$ cat config.mk
export PLATFORM = sky130hd
export DESIGN_NAME = rxcmd_sched
export DESIGN_NICKNAME = d
export VERILOG_FILES = /design/src/rtl/rxq_pkg.sv /design/src/rtl/rxq_stage.sv /design/src/rtl/rxq_fifo.sv /design/src/rtl/rxq_seq.sv /design/src/rtl/rxcmd_sched.sv
export SDC_FILE = /design/constraint.sdc
export NUM_CORES = 1
export LEC_CHECK = 0
export ABC_AREA = 1
export BUFFER_PORTS_ARGS = -buffer_cell sky130_fd_sc_hd__buf_2
export CORE_MARGIN = 10
export CORE_UTILIZATION = 55
export CTS_CLUSTER_SIZE = 16
export DETAILED_ROUTE_END_ITERATION = 10
export GPL_ROUTABILITY_DRIVEN = 0
export HOLD_SLACK_MARGIN = 0.12
export PLACE_DENSITY = 0.77
export SETUP_SLACK_MARGIN = 0.3
export SYNTH_ARGS = -nofsm -noshare
export SYNTH_HDL_FRONTEND = slang
export SYNTH_HIERARCHICAL = 1
export SYNTH_SLANG_ARGS = --single-unit
$ cat constraint.sdc
create_clock -name clk -period 9.4 [get_ports clk]
set_clock_uncertainty 0.2 [all_clocks]
set_input_delay 2.82 -clock clk [delete_from_list [all_inputs] [get_ports clk]]
set_output_delay 2.82 -clock clk [all_outputs]
set_load 0.05 [all_outputs]
$ cat src/rtl/rxq_pkg.sv
package rxq_pkg;
  localparam int WORD_W = 32;
  localparam int CNT_W  = 30;
  localparam int TIME_W = 32;
  localparam int NOW_BIT   = WORD_W - 1;
  localparam int CHAIN_BIT = WORD_W - 2;

  localparam logic [1:0] SEL_CMD   = 2'd0;
  localparam logic [1:0] SEL_SECS  = 2'd1;
  localparam logic [1:0] SEL_TICKS = 2'd2;

  typedef struct packed {
    logic              now;
    logic              chain;
    logic [CNT_W-1:0]  count;
    logic [TIME_W-1:0] secs;
    logic [TIME_W-1:0] ticks;
  } rx_cmd_t;

  typedef enum logic [1:0] {ST_IDLE, ST_OFFER, ST_RUN} seq_st_e;

  // Returns {stamp_in_past, stamp_equal}
  function automatic logic [1:0] time_rel(
    input logic [TIME_W-1:0] cur_s, input logic [TIME_W-1:0] cur_t,
    input logic [TIME_W-1:0] ts_s,  input logic [TIME_W-1:0] ts_t);
    logic past, eq;
    eq   = (cur_s == ts_s) && (cur_t == ts_t);
    past = (cur_s > ts_s) || ((cur_s == ts_s) && (cur_t > ts_t));
    return {past, eq};
  endfunction
endpackage

$ cat src/rtl/rxq_stage.sv
module rxq_stage
  import rxq_pkg::*;
(
  input  logic              clk,
  input  logic              rst_n,
  input  logic              clear,
  input  logic              wr_en,
  input  logic [1:0]        wr_sel,
  input  logic [WORD_W-1:0] wr_data,
  output logic              push,
  output rx_cmd_t           entry
);
  logic [WORD_W-1:0] ctl_q;
  logic [TIME_W-1:0] secs_q;

  always_ff @(posedge clk) begin
    if (!rst_n || clear) begin
      ctl_q  <= '0;
      secs_q <= '0;
    end else if (wr_en) begin
      if (wr_sel == SEL_CMD)  ctl_q  <= wr_data;
      if (wr_sel == SEL_SECS) secs_q <= wr_data[TIME_W-1:0];
    end
  end

  always_comb begin
    push        = wr_en && (wr_sel == SEL_TICKS) && !clear;
    entry.now   = ctl_q[NOW_BIT];
    entry.chain = ctl_q[CHAIN_BIT];
    entry.count = ctl_q[CNT_W-1:0];
    entry.secs  = secs_q;
    entry.ticks = wr_data[TIME_W-1:0];
  end
endmodule

$ cat src/rtl/rxq_fifo.sv
module rxq_fifo #(
  parameter int W     = 94,
  parameter int DEPTH = 4
) (
  input  logic         clk,
  input  logic         rst_n,
  input  logic         clear,
  input  logic         push,
  input  logic [W-1:0] din,
  input  logic         pop,
  output logic [W-1:0] dout,
  output logic         head_vld,
  output logic         full,
  output logic         ovf
);
  localparam int AW = (DEPTH > 1) ? $clog2(DEPTH) : 1;
  localparam int CW = $clog2(DEPTH + 1);
  localparam logic [AW-1:0] LAST = AW'(DEPTH - 1);
  localparam logic [CW-1:0] FULL_N = CW'(DEPTH);

  logic [W-1:0]  mem [DEPTH];
  logic [AW-1:0] rd_p, wr_p;
  logic [CW-1:0] cnt;
  logic          do_push, do_pop;

  assign head_vld = (cnt != '0);
  assign full     = (cnt == FULL_N);
  assign dout     = mem[rd_p];
  assign do_pop   = pop && head_vld;
  assign do_push  = push && (!full || do_pop);

  always_ff @(posedge clk) begin
    if (do_push) mem[wr_p] <= din;
  end

  always_ff @(posedge clk) begin
    if (!rst_n || clear) begin
      rd_p <= '0;
      wr_p <= '0;
      cnt  <= '0;
      ovf  <= 1'b0;
    end else begin
      if (do_push) wr_p <= (wr_p == LAST) ? '0 : wr_p + 1'b1;
      if (do_pop)  rd_p <= (rd_p == LAST) ? '0 : rd_p + 1'b1;
      case ({do_push, do_pop})
        2'b10:   cnt <= cnt + 1'b1;
        2'b01:   cnt <= cnt - 1'b1;
        default: cnt <= cnt;
      endcase
      if (push && !do_push) ovf <= 1'b1;
    end
  end

  p_pop_nonempty_r12: assert property (@(posedge clk) disable iff (!rst_n)
    pop |-> head_vld);
  p_no_overflow_r9: assert property (@(posedge clk) disable iff (!rst_n)
    (push && full && !pop && !clear) |=> (ovf && full));
  p_count_bound_r12: assert property (@(posedge clk) disable iff (!rst_n)
    cnt <= FULL_N);
endmodule

$ cat src/rtl/rxq_seq.sv
module rxq_seq
  import rxq_pkg::*;
(
  input  logic              clk,
  input  logic              rst_n,
  input  logic              clear,
  input  logic [TIME_W-1:0] time_secs,
  input  logic [TIME_W-1:0] time_ticks,
  input  rx_cmd_t           head,
  input  logic              head_vld,
  output logic              pop,
  output logic              cap_valid,
  input  logic              cap_ready,
  output logic [CNT_W-1:0]  cap_count,
  output logic              cap_chain,
  input  logic              cap_done,
  output logic              err_late,
  output logic              err_chain
);
  seq_st_e    st;
  logic [1:0] rel;
  logic       idle_go, idle_late, chain_go, chain_break, run_end;

  assign rel = time_rel(time_secs, time_ticks, head.secs, head.ticks);

  always_comb begin
    idle_go     = (st == ST_IDLE) && head_vld && (head.now || rel[0]);
    idle_late   = (st == ST_IDLE) && head_vld && !head.now && rel[1];
    chain_go    = (st == ST_RUN) && cap_done && cap_chain && head_vld;
    chain_break = (st == ST_RUN) && cap_done && cap_chain && !head_vld;
    run_end     = (st == ST_RUN) && cap_done && !cap_chain;
    pop         = !clear && (idle_go || idle_late || chain_go);
  end

  always_ff @(posedge clk) begin
    if (!rst_n || clear) begin
      st        <= ST_IDLE;
      cap_valid <= 1'b0;
      cap_count <= '0;
      cap_chain <= 1'b0;
      err_late  <= 1'b0;
      err_chain <= 1'b0;
    end else begin
      case (st)
        ST_IDLE: begin
          if (idle_go) begin
            st        <= ST_OFFER;
            cap_valid <= 1'b1;
            cap_count <= head.count;
            cap_chain <= head.chain;
          end else if (idle_late) begin
            err_late <= 1'b1;
          end
        end
        ST_OFFER: begin
          if (cap_ready) begin
            st        <= ST_RUN;
            cap_valid <= 1'b0;
          end
        end
        ST_RUN: begin
          if (chain_go) begin
            st        <= ST_OFFER;
            cap_valid <= 1'b1;
            cap_count <= head.count;
            cap_chain <= head.chain;
          end else if (chain_break) begin
            st        <= ST_IDLE;
            err_chain <= 1'b1;
          end else if (run_end) begin
            st <= ST_IDLE;
          end
        end
        default: st <= ST_IDLE;
      endcase
    end
  end

  p_hold_offer_r5: assert property (@(posedge clk) disable iff (!rst_n)
    (cap_valid && !cap_ready && !clear) |=> (cap_valid && $stable(cap_count) && $stable(cap_chain)));
  p_flush_r10: assert property (@(posedge clk) disable iff (!rst_n)
    clear |=> (!cap_valid && !err_late && !err_chain));
  p_late_sticky_r4: assert property (@(posedge clk) disable iff (!rst_n)
    (err_late && !clear) |=> err_late);
  p_chain_sticky_r7: assert property (@(posedge clk) disable iff (!rst_n)
    (err_chain && !clear) |=> err_chain);
  p_valid_pops_r2: assert property (@(posedge clk) disable iff (!rst_n)
    $rose(cap_valid) |-> $past(pop));
endmodule

$ cat src/rtl/rxcmd_sched.sv
module rxcmd_sched
  import rxq_pkg::*;
#(
  parameter int DEPTH = 4
) (
  input  logic        clk,
  input  logic        rst_n,
  input  logic        clear,
  input  logic        wr_en,
  input  logic [1:0]  wr_sel,
  input  logic [31:0] wr_data,
  input  logic [31:0] time_secs,
  input  logic [31:0] time_ticks,
  output logic        cap_valid,
  input  logic        cap_ready,
  output logic [29:0] cap_count,
  output logic        cap_chain,
  input  logic        cap_done,
  output logic        err_late,
  output logic        err_chain,
  output logic        err_ovf,
  output logic        irq
);
  localparam int ENT_W = $bits(rx_cmd_t);

  logic       push, pop, head_vld, full;
  rx_cmd_t    stage_ent, head;
  logic [ENT_W-1:0] head_bits;

  rxq_stage u_stage (
    .clk(clk), .rst_n(rst_n), .clear(clear),
    .wr_en(wr_en), .wr_sel(wr_sel), .wr_data(wr_data),
    .push(push), .entry(stage_ent)
  );

  rxq_fifo #(.W(ENT_W), .DEPTH(DEPTH)) u_fifo (
    .clk(clk), .rst_n(rst_n), .clear(clear),
    .push(push), .din(stage_ent), .pop(pop),
    .dout(head_bits), .head_vld(head_vld), .full(full), .ovf(err_ovf)
  );

  assign head = rx_cmd_t'(head_bits);

  rxq_seq u_seq (
    .clk(clk), .rst_n(rst_n), .clear(clear),
    .time_secs(time_secs), .time_ticks(time_ticks),
    .head(head), .head_vld(head_vld), .pop(pop),
    .cap_valid(cap_valid), .cap_ready(cap_ready),
    .cap_count(cap_count), .cap_chain(cap_chain), .cap_done(cap_done),
    .err_late(err_late), .err_chain(err_chain)
  );

  assign irq = err_late | err_chain | err_ovf;

  p_irq_follows_r11: assert property (@(posedge clk) disable iff (!rst_n)
    $rose(err_ovf) |-> irq);
endmodule

## Word-level counts from Yosys, hierarchy flattened

Memory sizes are Yosys's and may differ from the RTL's. A register that Yosys moved wholly into a read port is not among the register bits.
Cells that the tools add are included.

| storage, ports and cells | value |
|---|---|
| flip-flop bits (word level) | 108 |
| memory bits (writable) | 384 |
| bits of input ports | 104 |
| output and inout bits | 36 |
| word-level logic and storage cells | 104 |
| memories kept | 1 |

| operators by class | value |
|---|---|
| $add $sub $neg | 4 |
| order comparisons | 2 |
| equality and inequality tests | 15 |
| multiplexer cells | 23 |
| bitwise operators | 4 |
| reductions and logical operators | 43 |

Memory list:

| name | words | bits a word | rd ports | clocked after memory_dff | wr ports | line | text |
|---|---|---|---|---|---|---|---|
| u_fifo.mem | 4 | 96 | 1 | 1 | 1 | rxq_fifo.sv:21 | `logic [W-1:0] mem [DEPTH];` |

Operators by type and width:

| cell | number |
|---|---|
| 32-bit == test | 2 |
| 32-bit > comparator | 2 |
| 30-bit 2-to-1 mux | 2 |
| 30-bit one-hot mux with 2 select lines | 1 |
| 2-bit 2-to-1 mux | 9 |
| 1-bit logical AND | 17 |
| 3-bit AND reduction | 4 |
| 2-bit == test (second input constant) | 5 |
| 1-bit zero test | 7 |
| 1-bit 2-to-1 mux | 7 |
| 2-bit by 1-bit == test with 1-bit output (second input constant) | 3 |
| 1-bit logical OR | 6 |
| 2-bit one-hot mux with 3 select lines | 1 |
| 3-bit one-hot mux with 2 select lines | 1 |
| 3-bit nonzero test | 2 |
| 2-bit by 1-bit adder with 2-bit output (second input constant) | 2 |
| 2-bit zero test | 2 |
| 2-bit by 1-bit != test with 1-bit output (second input constant) | 2 |
| 4-bit by 1-bit != test with 1-bit output (second input constant) | 1 |
| 2-bit AND reduction | 2 |
| 4-bit AND reduction | 1 |
| 2-bit nonzero test | 2 |
| 3-bit by 1-bit adder with 3-bit output (second input constant) | 1 |
| 3-bit == test (second input constant) | 1 |
| 6 further kinds | 8 |

## Logic depth before layout (Yosys ltp)

Gate-level depths: netlist of run 1.

| logic depth | value |
|---|---|
| word-level depth | 12 |
| depth in mapped cells | 28 |
| depth with buffers taken out | 25 |

## Modules after synthesis

Netlist of run 1, hierarchy kept.

Modules (own cells, without submodules):

| module | times used | cells each | area each (µm²) |
|---|---|---|---|
| rxq_fifo | 1 | 1000 | 14820.5 |
| rxq_seq | 1 | 448 | 3067.9 |
| rxq_stage | 1 | 448 | 3014.1 |
| rxcmd_sched | 1 | 3 | 11.3 |

## Worst setup path before layout of run 1

No wires, ideal clock.

| timing path | value |
|---|---|
| kind | in2reg |
| start point | input port time_secs[31] |
| end point | memory u_fifo/mem[0][0] (netlist name) (enable) |
| arrival time | 8.506 ns |
| required time | 8.648 ns |
| setup slack | 0.142 ns |
| cell stages on the path | 16 |
| buffers on the path | 1 |
| cells stage by stage | ha_1 nand2_1 nor2_2 nand2_2 nor2_2 nand2_2 o21ai_2 nand2_2 nand2_4 inv_4 buf_6 a21oi_2 inv_1 nand2_2 nand2_4 nor2_1 |

| between the ends | value |
|---|---|
| cells in the longest elaborated chain, start to end | 12 |

RTL lines:

| item | line | text |
|---|---|---|
| start: declaration | rxcmd_sched.sv:12 | `input logic [31:0] time_secs,` |
| parallel branches: the longest is 4 deep, another holds 32-bit > comparator | n/a |  |
| 1-bit logical OR * (2 in series) | rxq_seq.sv:32 | `pop = !clear && (idle_go \|\| idle_late \|\| chain_go);` |
| 1-bit logical AND * | rxq_seq.sv:32 |  |
| named net pop | rxcmd_sched.sv:26 | `logic push, pop, head_vld, full;` |
| 1-bit logical AND * | rxq_fifo.sv:29 | `assign do_pop = pop && head_vld;` |
| 1-bit logical OR * | rxq_fifo.sv:30 | `assign do_push = push && (!full \|\| do_pop);` |
| 1-bit logical AND * | rxq_fifo.sv:30 |  |
| 1-bit 2-to-1 mux * | rxq_fifo.sv:33 | `if (do_push) mem[wr_p] <= din;` |
| 1-bit 2-to-1 mux (not written as such) * | rxq_fifo.sv:33 |  |
| end: declaration | rxq_fifo.sv:21 |  |

Mark *: on every way through the listed nets, which the timed path passes.

## Worst setup path in the final report of run 1

| timing path | value |
|---|---|
| start point | input port time_ticks[7] |
| end point | memory u_fifo/mem[3][79] (netlist name) (enable) |

| between the ends | value |
|---|---|
| cells in the longest elaborated chain, start to end | 12 |

RTL lines:

| item | line | text |
|---|---|---|
| start: declaration | rxcmd_sched.sv:13 | `input logic [31:0] time_ticks,` |
| 32-bit > comparator or 32-bit == test (tied branches) | rxq_pkg.sv:28, rxq_pkg.sv:27 |  |
| 1-bit logical AND, on equally long branches | rxq_pkg.sv:28, rxq_pkg.sv:27 |  |
| 1-bit logical OR, on equally long branches | rxq_pkg.sv:28, rxq_seq.sv:27 |  |
| 1-bit logical AND, on equally long branches | rxq_seq.sv:28, rxq_seq.sv:27 |  |
| 1-bit logical OR * (2 in series) | rxq_seq.sv:32 |  |
| 1-bit logical AND * | rxq_seq.sv:32 |  |
| named net pop | rxcmd_sched.sv:26 |  |
| 1-bit logical AND * | rxq_fifo.sv:29 |  |
| 1-bit logical OR * | rxq_fifo.sv:30 |  |
| 1-bit logical AND * | rxq_fifo.sv:30 |  |
| 1-bit 2-to-1 mux * | rxq_fifo.sv:33 |  |
| 1-bit 2-to-1 mux (not written as such) * | rxq_fifo.sv:33 |  |

The timed path passes the listed nets; every way through them passes the cells marked *.

==> results of run 1 <==
cells in the mapped netlist, drive strengths merged:
library cell	n	area share, %
a21oi	74	1.8
nor3	5	0.12
o22ai	96	2.9
edfxtp	384	55
nand4	3	0.090
o21ai	240	5.8
clkbuf	25	0.50
nand2	177	3.3
inv	165	3.0
nor2	400	7.4
fa	1	0.096
o21a	5	0.18
nand3	41	1.0
o211a	1	0.048
ha	69	4.1
buf	103	3.9
dfxtp	110	11
logic make-up after synthesis:
group                    count (synthesis)  synth area share [%]
adder cells (fa/ha/maj)                 70                  4.22
buffers and inverters                  293                  7.42
AO/OA/AOI/OAI                          416                  10.7
AND/OR/NAND/NOR                        626                  12.0
flip-flops                             494                  65.7
metal layers:
| layer | vias up | routed length (µm) |
|---|---|---|
| li1 | 6659 | - |
| met1 | 6801 | 20000 |
| met2 | 583 | 24300 |
| met3 | 103 | 3640 |
| met4 | 0 | 1520 |
| met5 | - | 0 |
flip-flops by register name (all words and copies together), names as in the netlist, 2 cells and up, named ones only:
signal,flops
u_fifo/mem,384
u_stage/ctl_q,32
u_stage/secs_q,32
u_seq/cap_count,30
u_fifo/cnt,3
u_fifo/rd_p,2
u_fifo/wr_p,2
u_seq/st,2
critical path, cell delays in order:
cell     delay, ps
buf_2          100
ha_1           280
nand2_1         90
nor2_1         140
nand2_1        110
nor2_1         330
nand2_1        130
o21ai_2        190
nand2_2        100
nand2_4        280
inv_4          260
a21oi_2        270
inv_1           70
nand2_2         90
nand2_4        110
nor2_4         960
buf_12         400
cell type report:
type                            instances  share of cell area [%]
Tap cell                              511                    2.77
Timing Repair Buffer                  152                    3.76
Clock buffer                           59                    5.60
Clock inverter                         28                    1.12
Inverter                              165                    2.71
Sequential cell                       494                    59.5
Multi-Input combinational cell       1112                    24.5
Antenna cell                            2                  0.0217
power breakdown:
group	internal, mW	switching (mW)
combinational	0.0530	0.111
sequential	2.36	0.0108
clock	1.11	0.780
stage by stage:
| step | instances | worst slack, ps | utilization (%) |
|---|---|---|---|
| finish | 2523 | 2620 | 61.5 |
| global route | 2521 | 2320 | 61.4 |
| CTS | 2521 | 2680 | 61.4 |
| detailed placement | 2434 | 2090 | 57.3 |
| global placement | 2434 | 2260 | 57.3 |
| floorplan | 1899 | 142 | - |
final timing paths:
check | slack [ps] | to
min | 300 | u_seq/err_late
max | 2620 | u_fifo/mem[3][79]
min reg2reg | 300 | u_seq/err_late
max reg2reg | 2870 | u_fifo/mem[3][79]
==> flow_summary.json, run 1 <==
{
  "status": "finished, final reports clean",
  "hold_class": "flip-flop to flip-flop",
  "postCtsHoldBufs": 0,
  "dp_hpwl_mm": 29.2,
  "synthesis.nets": 2073,
  "arrival_ps": 6790,
  "cts_tree": "yes",
  "cts_root_buf": "clkbuf_16",
  "top_usage_layer": "met2",
  "globalRouteMet2Util_pct": 35.4,
  "hold_ws_ps": 296,
  "first_pass_iters": 5,
  "synth_cell_types": 31,
  "final_max_slew_viol_count": 0,
  "hp-start": "u_seq/err_late",
  "gr-usage-all-layers_pct": 20.9,
  "final_nets": 2147,
  "core-area_um2": 37600,
  "setup_viol": 0,
  "clk_latency_ps": 550,
  "final.min_clock_period_ps": 6780,
  "cap_violations": 0,
  "dieHeight_um": 215,
  "die_x_um": 215,
  "syn_to_final_growth_pct": 10.4,
  "syn_inst": 1899,
  "wl_per_cell_um": 19.6,
  "ys_seq_area_share_pct": 65.7,
  "startpoint_type": "input pin",
  "grt.met3_usage_pct": 3.74,
  "slew_headroom_pct": 18.9,
  "boundaryPins": 140,
  "cts-buffers-inserted": 48,
  "worst_setup_path_end_kind": "flip-flop",
  "setup_tns_ps": 0,
  "grt_max_degree": 193,
  "die_area_um2": 46200,
  "initial_core_util_pct": 55.7,
  "grt_remaining_overflow": 0,
  "antenna_found_initial": 2,
  "design_area_um2": 23100,
  "gr-usage-met1_pct": 26.4,
  "min_delay_path_depth": 2,
  "tightest_slew_ps": 1220,
  "netlist_area_um2": 20900,
  "p_total_mw": 4.42,
  "synth-seq-cells": 494,
  "rows": 71,
  "clock_path_buffers": 3,
  "viasPerCell": 5.61,
  "drt_iter0_markers": 1337,
  "finalCritPeriodShare_pct": 72.1,
  "wl_mm": 49.5,
  "placed_cell_area_um2": 21500,
  "cts_sinks": 494,
  "cts.repair.resized": 0,
  "drc": 0,
  "path_clk_slew_ps": 60,
  "p_leak_nw": 8.90,
  "fillers": 2903,
  "drive_gt1_share_pct": 13.2,
  "yosys_warnings": 6,
  "fmax_mhz": 147,
  "multiInputGateArea_um2": 5660,
  "ff2ff_path_depth": 21,
  "seq_area_um2": 13700,
  "cp_data_required_time_ps": 9410,
  "via_count": 14100,
  "grt_pass1_vias": 14200,
  "most-common-layout-cells": "384 x edfxtp_1, 378 x nor2_1, 167 x nand2_1",
  "final_common_cell": "edfxtp_1",
  "htreeDepth": 2,
  "hold_viol": 0,
  "grt_pass1_wl_mm": 77.1,
  "rsz0062_at_grt": "false",
  "cts_setup_buffers": 0,
  "worstSetupStartpoint": "time_ticks[7]",
  "worst-path-max-fanout": 49,
  "port_buffers": 139,
  "syn-mean-instance-area_um2": 11.0,
  "max-vdd-ir-drop_mv": 0.168,
  "p_per_area_nw_per_um2": 192,
  "crit_type": "input pin to flip-flop",
  "ant_nets": 0
}
No activity file was read; power rests on OpenSTA's default activity.
==> run 2: changes to the inputs <==
--- a/config.mk
+++ b/config.mk
@@ -13,7 +13,7 @@
 export DETAILED_ROUTE_END_ITERATION = 10
 export GPL_ROUTABILITY_DRIVEN = 0
 export HOLD_SLACK_MARGIN = 0.12
-export PLACE_DENSITY = 0.77
+export PLACE_DENSITY = 0.75
 export SETUP_SLACK_MARGIN = 0.3
 export SYNTH_ARGS = -nofsm -noshare
 export SYNTH_HDL_FRONTEND = slang
==> constraint.sdc (replaced) <==
create_clock -name clk -period 6.6 [get_ports clk]
set_clock_uncertainty 0.2 [all_clocks]
set_input_delay 1.98 -clock clk [delete_from_list [all_inputs] [get_ports clk]]
set_output_delay 1.98 -clock clk [all_outputs]
set_load 0.05 [all_outputs]
==> run 2 against run 1 <==
Register-to-register slack worse by 1900 ps; via count down 0.15%; non-clock buffer count increased by 17; combinational power increased by 40%; sequential cell count stayed put; worst setup slack lost 1600 ps; first-iteration DRC count grew 3.4%.
==> flow_summary.json, run 2 (synthesis gave the netlist of run 1 again) <==
{
  "status": "finished, final reports clean",
  "finalCritPeriodShare_pct": 84.9,
  "first_pass_iters": 5,
  "reg2reg_slack_ps": 1000,
  "final_common_cell": "edfxtp_1",
  "tightest_slew_ps": 1060,
  "cts_root_buf": "clkbuf_16",
  "rows": 71,
  "die_area_um2": 46200,
  "ant_nets": 0,
  "grt_pass1_vias": 13800,
  "final.min_clock_period_ps": 5600,
  "drive_gt1_share_pct": 14.2,
  "max-vdd-ir-drop_mv": 0.179,
  "most-common-layout-cells": "384 x edfxtp_1, 379 x nor2_1, 167 x nand2_1",
  "placed_cell_area_um2": 21700,
  "hold_class": "flip-flop to flip-flop",
  "worst_setup_path_end_kind": "flip-flop",
  "final_max_slew_viol_count": 0,
  "worst-path-max-fanout": 35,
  "gr-usage-all-layers_pct": 20.8,
  "clock_path_buffers": 3,
  "utilization_pct": 62.5,
  "top_regs": "u_fifo/mem x384, u_stage/ctl_q x32, u_stage/secs_q x32",
  "cts_sinks": 494,
  "cts_tree": "yes",
  "cts.repair.resized": 0,
  "wl_per_cell_um": 19.5,
  "viasPerCell": 5.57,
  "grt_pass1_wl_mm": 77.2,
  "setup_viol": 0,
  "cts-buffers-inserted": 46,
  "grt_max_degree": 97,
  "grt_remaining_overflow": 0,
  "cp_data_required_time_ps": 6640,
  "top_register": "u_fifo/mem",
  "fmax_mhz": 178,
  "dp_slack_ps": 802,
  "final_nets": 2162,
  "fillers": 2841,
  "core-area_um2": 37600,
  "die_x_um": 215,
  "boundaryPins": 140,
  "p_leak_nw": 9.08,
  "port_buffers": 139,
  "syn_to_final_growth_pct": 12.2,
  "hold_viol": 0,
  "drc": 0,
  "path_clk_slew_ps": 60,
  "clk_latency_ps": 550,
  "antenna_found_initial": 3,
  "p_per_area_nw_per_um2": 282,
  "htreeDepth": 2,
  "initial_core_util_pct": 55.7,
  "largest_register_ffs": 384,
  "design_area_um2": 23500,
  "startpoint_type": "flip-flop",
  "dieHeight_um": 215,
  "crit_type": "flip-flop to flip-flop",
  "rsz0062_at_grt": "false",
  "wl_mm": 49.5,
  "dp_hpwl_mm": 31.1,
  "via_count": 14100,
  "antenna_cells": 0,
  "cap_violations": 0,
  "cts_setup_buffers": 0,
  "drt_iter0_markers": 1383,
  "postCtsHoldBufs": 0,
  "slew_headroom_pct": 29.3,
  "arrival_ps": 5640,
  "finalWorstSetupSlack_ps": 995
}
[run 2: cell types whose count changed in the layout (fill, tap and decap cells not counted), sizes merged]
cell / change
diode: -2
clkinv: -8
bufinv: +9
clkinvlp: +1
buf: +17
clkbuf: -4
[run 2: power by group]
part	internal, mW	leakage (nW)	total, mW	switching, mW
clock network	1.89	0.861	3.01	1.11
logic	0.0765	3.96	0.230	0.154
registers	3.36	4.25	3.37	0.0159
[run 2: path summary, 6_finish.rpt]
path,start,endpoint,cells past startpoint
worst min register to register,u_seq/cap_valid,u_seq/cap_valid,2
worst min-delay path,u_seq/cap_valid,u_seq/cap_valid,2
worst max-delay path,flip-flop,u_fifo/mem[1][41],20
worst max register to register,flip-flop,u_fifo/mem[1][41],20
[run 2: metrics by stage]
step                      hold slack (ps)  power [mW]  setup TNS (ps)  std cells
after detailed placement              268        3.67               0       2451
final                                 275        6.61               0       2536
after CTS                             277        6.63               0       2536
after floorplan                       260        3.58          -79140       1899
after global placement                263        3.66               0       2451
after global routing                  294        6.80               0       2536
[run 2: layer usage]
| layer | global-route usage (%) | up-vias | share of wire [%] |
|---|---|---|---|
| met5 | 0 | - | 0.057 |
| met4 | 5.94 | 6 | 2.1 |
| met3 | 3.13 | 79 | 7.0 |
| met2 | 36.4 | 525 | 51 |
| met1 | 26.5 | 6813 | 40 |
| li1 | - | 6702 | - |
[run 2: final cells by class]
cell class	count	area [µm²]	share of cell area, %
Clock buffer	55	1250	5.31
Clock inverter	30	502	2.14
Inverter	165	627	2.67
Multi-Input combinational cell	1112	5660	24.1
Sequential cell	494	13700	58.5
Tap cell	511	639	2.72
Timing Repair Buffer	169	1060	4.51
[run 2: critical path, cell delays in order, from the launching register on]
cell	delay [ps]
dfxtp_2	930
buf_4	400
o21ai_0	160
o22ai_1	290
inv_1	130
ha_1	310
nand2_1	60
nor2_1	110
nand2_1	160
nor2_1	230
nand2_1	90
o21ai_2	170
nand2_2	100
nand2_4	280
inv_4	240
a21oi_2	270
inv_1	80
nand2_2	100
nand2_4	110
nor2_4	500
buf_12	300
==> run 3: changes to the inputs <==
--- a/config.mk
+++ b/config.mk
@@ -13,7 +13,7 @@
 export DETAILED_ROUTE_END_ITERATION = 10
 export GPL_ROUTABILITY_DRIVEN = 0
 export HOLD_SLACK_MARGIN = 0.12
-export PLACE_DENSITY = 0.75
+export PLACE_DENSITY = 0.77
 export SETUP_SLACK_MARGIN = 0.3
 export SYNTH_ARGS = -nofsm -noshare
 export SYNTH_HDL_FRONTEND = slang
==> constraint.sdc (replaced) <==
create_clock -name clk -period 5.15 [get_ports clk]
set_clock_uncertainty 0.2 [all_clocks]
set_input_delay 1.545 -clock clk [delete_from_list [all_inputs] [get_ports clk]]
set_output_delay 1.545 -clock clk [all_outputs]
set_load 0.05 [all_outputs]
==> run 3 against run 2 <==
Sequential power increased by 28%; die area did not move; critical path depth grew 1; register-to-register slack worse by 490 ps; worst hold slack is essentially flat; via count rose by 1.5%; routed wire length increased by 1.1%; combinational power up 37%; final cell count rose by 0.59%.
==> flow_summary.json, run 3 (synthesis gave the netlist of run 1 again) <==
{
  "reg2reg_to": "u_fifo/mem[2][58]",
  "highest_layer": "met5",
  "switching_share_pct": 20.3,
  "cts_root_buf": "clkbuf_16",
  "seq_area_um2": 13700,
  "hold_class": "flip-flop to flip-flop",
  "path_delay_family": "simple AND/OR/NAND/NOR gates",
  "p_comb_share_pct": 3.8,
  "hp-start": "u_seq/cap_valid",
  "die_area_um2": 46200,
  "wl_met3_mm": 3.61,
  "crit_top_cell": "nand2_1",
  "rsz0062_at_grt": "false",
  "grt_pass1_wl_mm": 78.1,
  "grt_max_degree": 93,
  "clk_latency_ps": 560,
  "largest_register_ffs": 384,
  "routed-wl-met2_mm": 24.9,
  "finalCritPeriodShare_pct": 90.1,
  "pwr-share-seq_pct": 52.8,
  "p_per_area_nw_per_um2": 344,
  "boundaryPins": 140,
  "most-common-layout-cells": "384 x edfxtp_1, 376 x nor2_1, 163 x nand2_1",
  "arrival_ps": 4640,
  "worst_setup_path_end_kind": "flip-flop",
  "slew_headroom_pct": 20.6,
  "hold_viol": 0,
  "dieHeight_um": 215,
  "postCtsHoldBufs": 0,
  "cap_violations": 0,
  "ant_nets": 0,
  "drc": 0,
  "final_max_slew_viol_count": 0,
  "cp_data_required_time_ps": 5150,
  "pwr-share-clk_pct": 43.3,
  "initial_core_util_pct": 55.7,
  "max-vdd-ir-drop_mv": 0.281,
  "final_common_cell": "edfxtp_1",
  "ff2ff_path_depth": 21,
  "first_pass_iters": 6,
  "wl_per_cell_um": 19.6,
  "path_clk_slew_ps": 60,
  "viasPerCell": 5.62,
  "rows": 71,
  "cpMaxStageDelayCell": "dfxtp_4",
  "whs_endpoint": "u_seq/cap_valid",
  "final_nets": 2173,
  "fmax_mhz": 215,
  "clock_path_buffers": 3,
  "slowest_delay_ps": 450,
  "crit_type": "flip-flop to flip-flop",
  "p_sw_mw": 1.66,
  "top_register": "u_fifo/mem",
  "setup_viol": 0,
  "via_count": 14300,
  "tightest_slew_ps": 1190,
  "dp_hpwl_mm": 31.9,
  "met1Wirelength_mm": 20.3,
  "cts-buffers-inserted": 48,
  "setup_tns_ps": 0,
  "wl_mm": 50.0,
  "grt_pass1_vias": 14300,
  "top_regs": "u_fifo/mem x384, u_stage/ctl_q x32, u_stage/secs_q x32",
  "antenna_found_initial": 3,
  "grt_remaining_overflow": 0,
  "min_delay_path_depth": 2,
  "finalWorstSetupSlack_ps": 508,
  "p_leak_nw": 9.06,
  "gr-usage-all-layers_pct": 21.1,
  "crit_chain": "clkinv_2 -> buf_4 -> o21ai_1 -> o22ai_1 -> inv_1 -> ha_4 -> nand2_1 -> nor2_2 -> nand2_2 -> nor3_1 -> nand3_1 -> nand2_1 -> nor2_1 -> nand2_1 -> nand3_1 -> a21oi_4 -> inv_1 -> nand2_2 -> nand2_4 -> nor2_4 -> buf_12",
  "port_buffers": 139,
  "drt_iter0_markers": 1329,
  "multiInputGateArea_um2": 5980,
  "reg2reg_slack_ps": 510,
  "status": "finished, final reports clean",
  "p_total_mw": 8.18,
  "htreeDepth": 2,
  "dp_slack_ps": 286,
  "drive_gt1_share_pct": 15.9,
  "worst-path-max-fanout": 54,
  "core-area_um2": 37600,
  "cts_tree": "yes",
  "fillers": 2895,
  "syn_to_final_growth_pct": 13.6,
  "p_int_mw": 6.52,
  "final.min_clock_period_ps": 4640,
  "worst-path-buf-inv": 5,
  "die_x_um": 215,
  "cts_sinks": 494,
  "startpoint_type": "flip-flop"
}
[run 3: cell count changes in the layout (fill, tap and decap cells not counted), sizes merged]
cell	before	now
clkbuf	55	70
buf	169	178
bufinv	14	5
diode	0	2
clkinv	14	13
inv	166	165
[run 3: power groups by stage]
stage / combinational [mW] / sequential, mW / clock (mW)
finish: 0.315 / 4.32 / 3.54
global route: 0.352 / 4.32 / 3.72
CTS: 0.315 / 4.32 / 3.58
detailed placement: 0.313 / 4.41 / 0
global placement: 0.303 / 4.41 / 0
floorplan: 0.192 / 4.41 / 0
[run 3: worst reg2reg max path, stage by stage, from the launching register on]
cell and delay [ps]:
dfxtp_4 450, clkinv_2 260, buf_4 280, o21ai_1 100, o22ai_1 240, inv_1 140, ha_4 290, nand2_1 70
nor2_2 150, nand2_2 130, nor3_1 210, nand3_1 100, nand2_1 80, nor2_1 60, nand2_1 140, nand3_1 250
a21oi_4 250, inv_1 70, nand2_2 90, nand2_4 110, nor2_4 230, buf_12 340
[run 3: cell type report]
cell class	instances	share of cell area [%]
Sequential cell	494	57.8
Multi-Input combinational cell	1112	25.2
Clock buffer	70	5.79
Timing Repair Buffer	178	4.84
Tap cell	511	2.69
Inverter	165	2.64
Clock inverter	19	1.00
Antenna cell	2	0.0211
[run 3: worst max-delay path by stage]
| stage | end | slack (ps) | depth (start not counted) |
|---|---|---|---|
| after floorplan | u_fifo/mem[0][0] | -60 | 16 |
| after global placement | u_fifo/mem[3][87] | 340 | 17 |
| after detailed placement | u_fifo/mem[3][89] | 290 | 17 |
| after CTS | u_fifo/mem[2][53] | 330 | 21 |
| after global routing | u_fifo/mem[2][53] | 320 | 21 |
| final | u_fifo/mem[2][58] | 510 | 21 |
[run 3: layer usage]
layer / vias up / GRT usage, %
li1: 6697 / -
met1: 6961 / 27.0
met2: 580 / 36.1
met3: 95 / 3.08
met4: 4 / 6.97
met5: - / 0
[run 3: timing repair]
item / CTS / global route
gates resized for setup: 0 / 3
setup endpoints to repair: 17 / 366
pin swaps: 1 / 0
endpoints found under the hold margin: 0 / 0
setup buffers: 3 / 0
[run 3: stage by stage]
step | util (%) | instance area, µm² | cells | hold WS, ps
global placement | 58.8 | 22100 | 2457 | 261
CTS | 63.2 | 23800 | 2549 | 272
floorplan | - | 21300 | 1899 | 260
finish | 63.2 | 23800 | 2551 | 274
global route | 63.2 | 23800 | 2550 | 311
detailed placement | 58.8 | 22100 | 2457 | 255
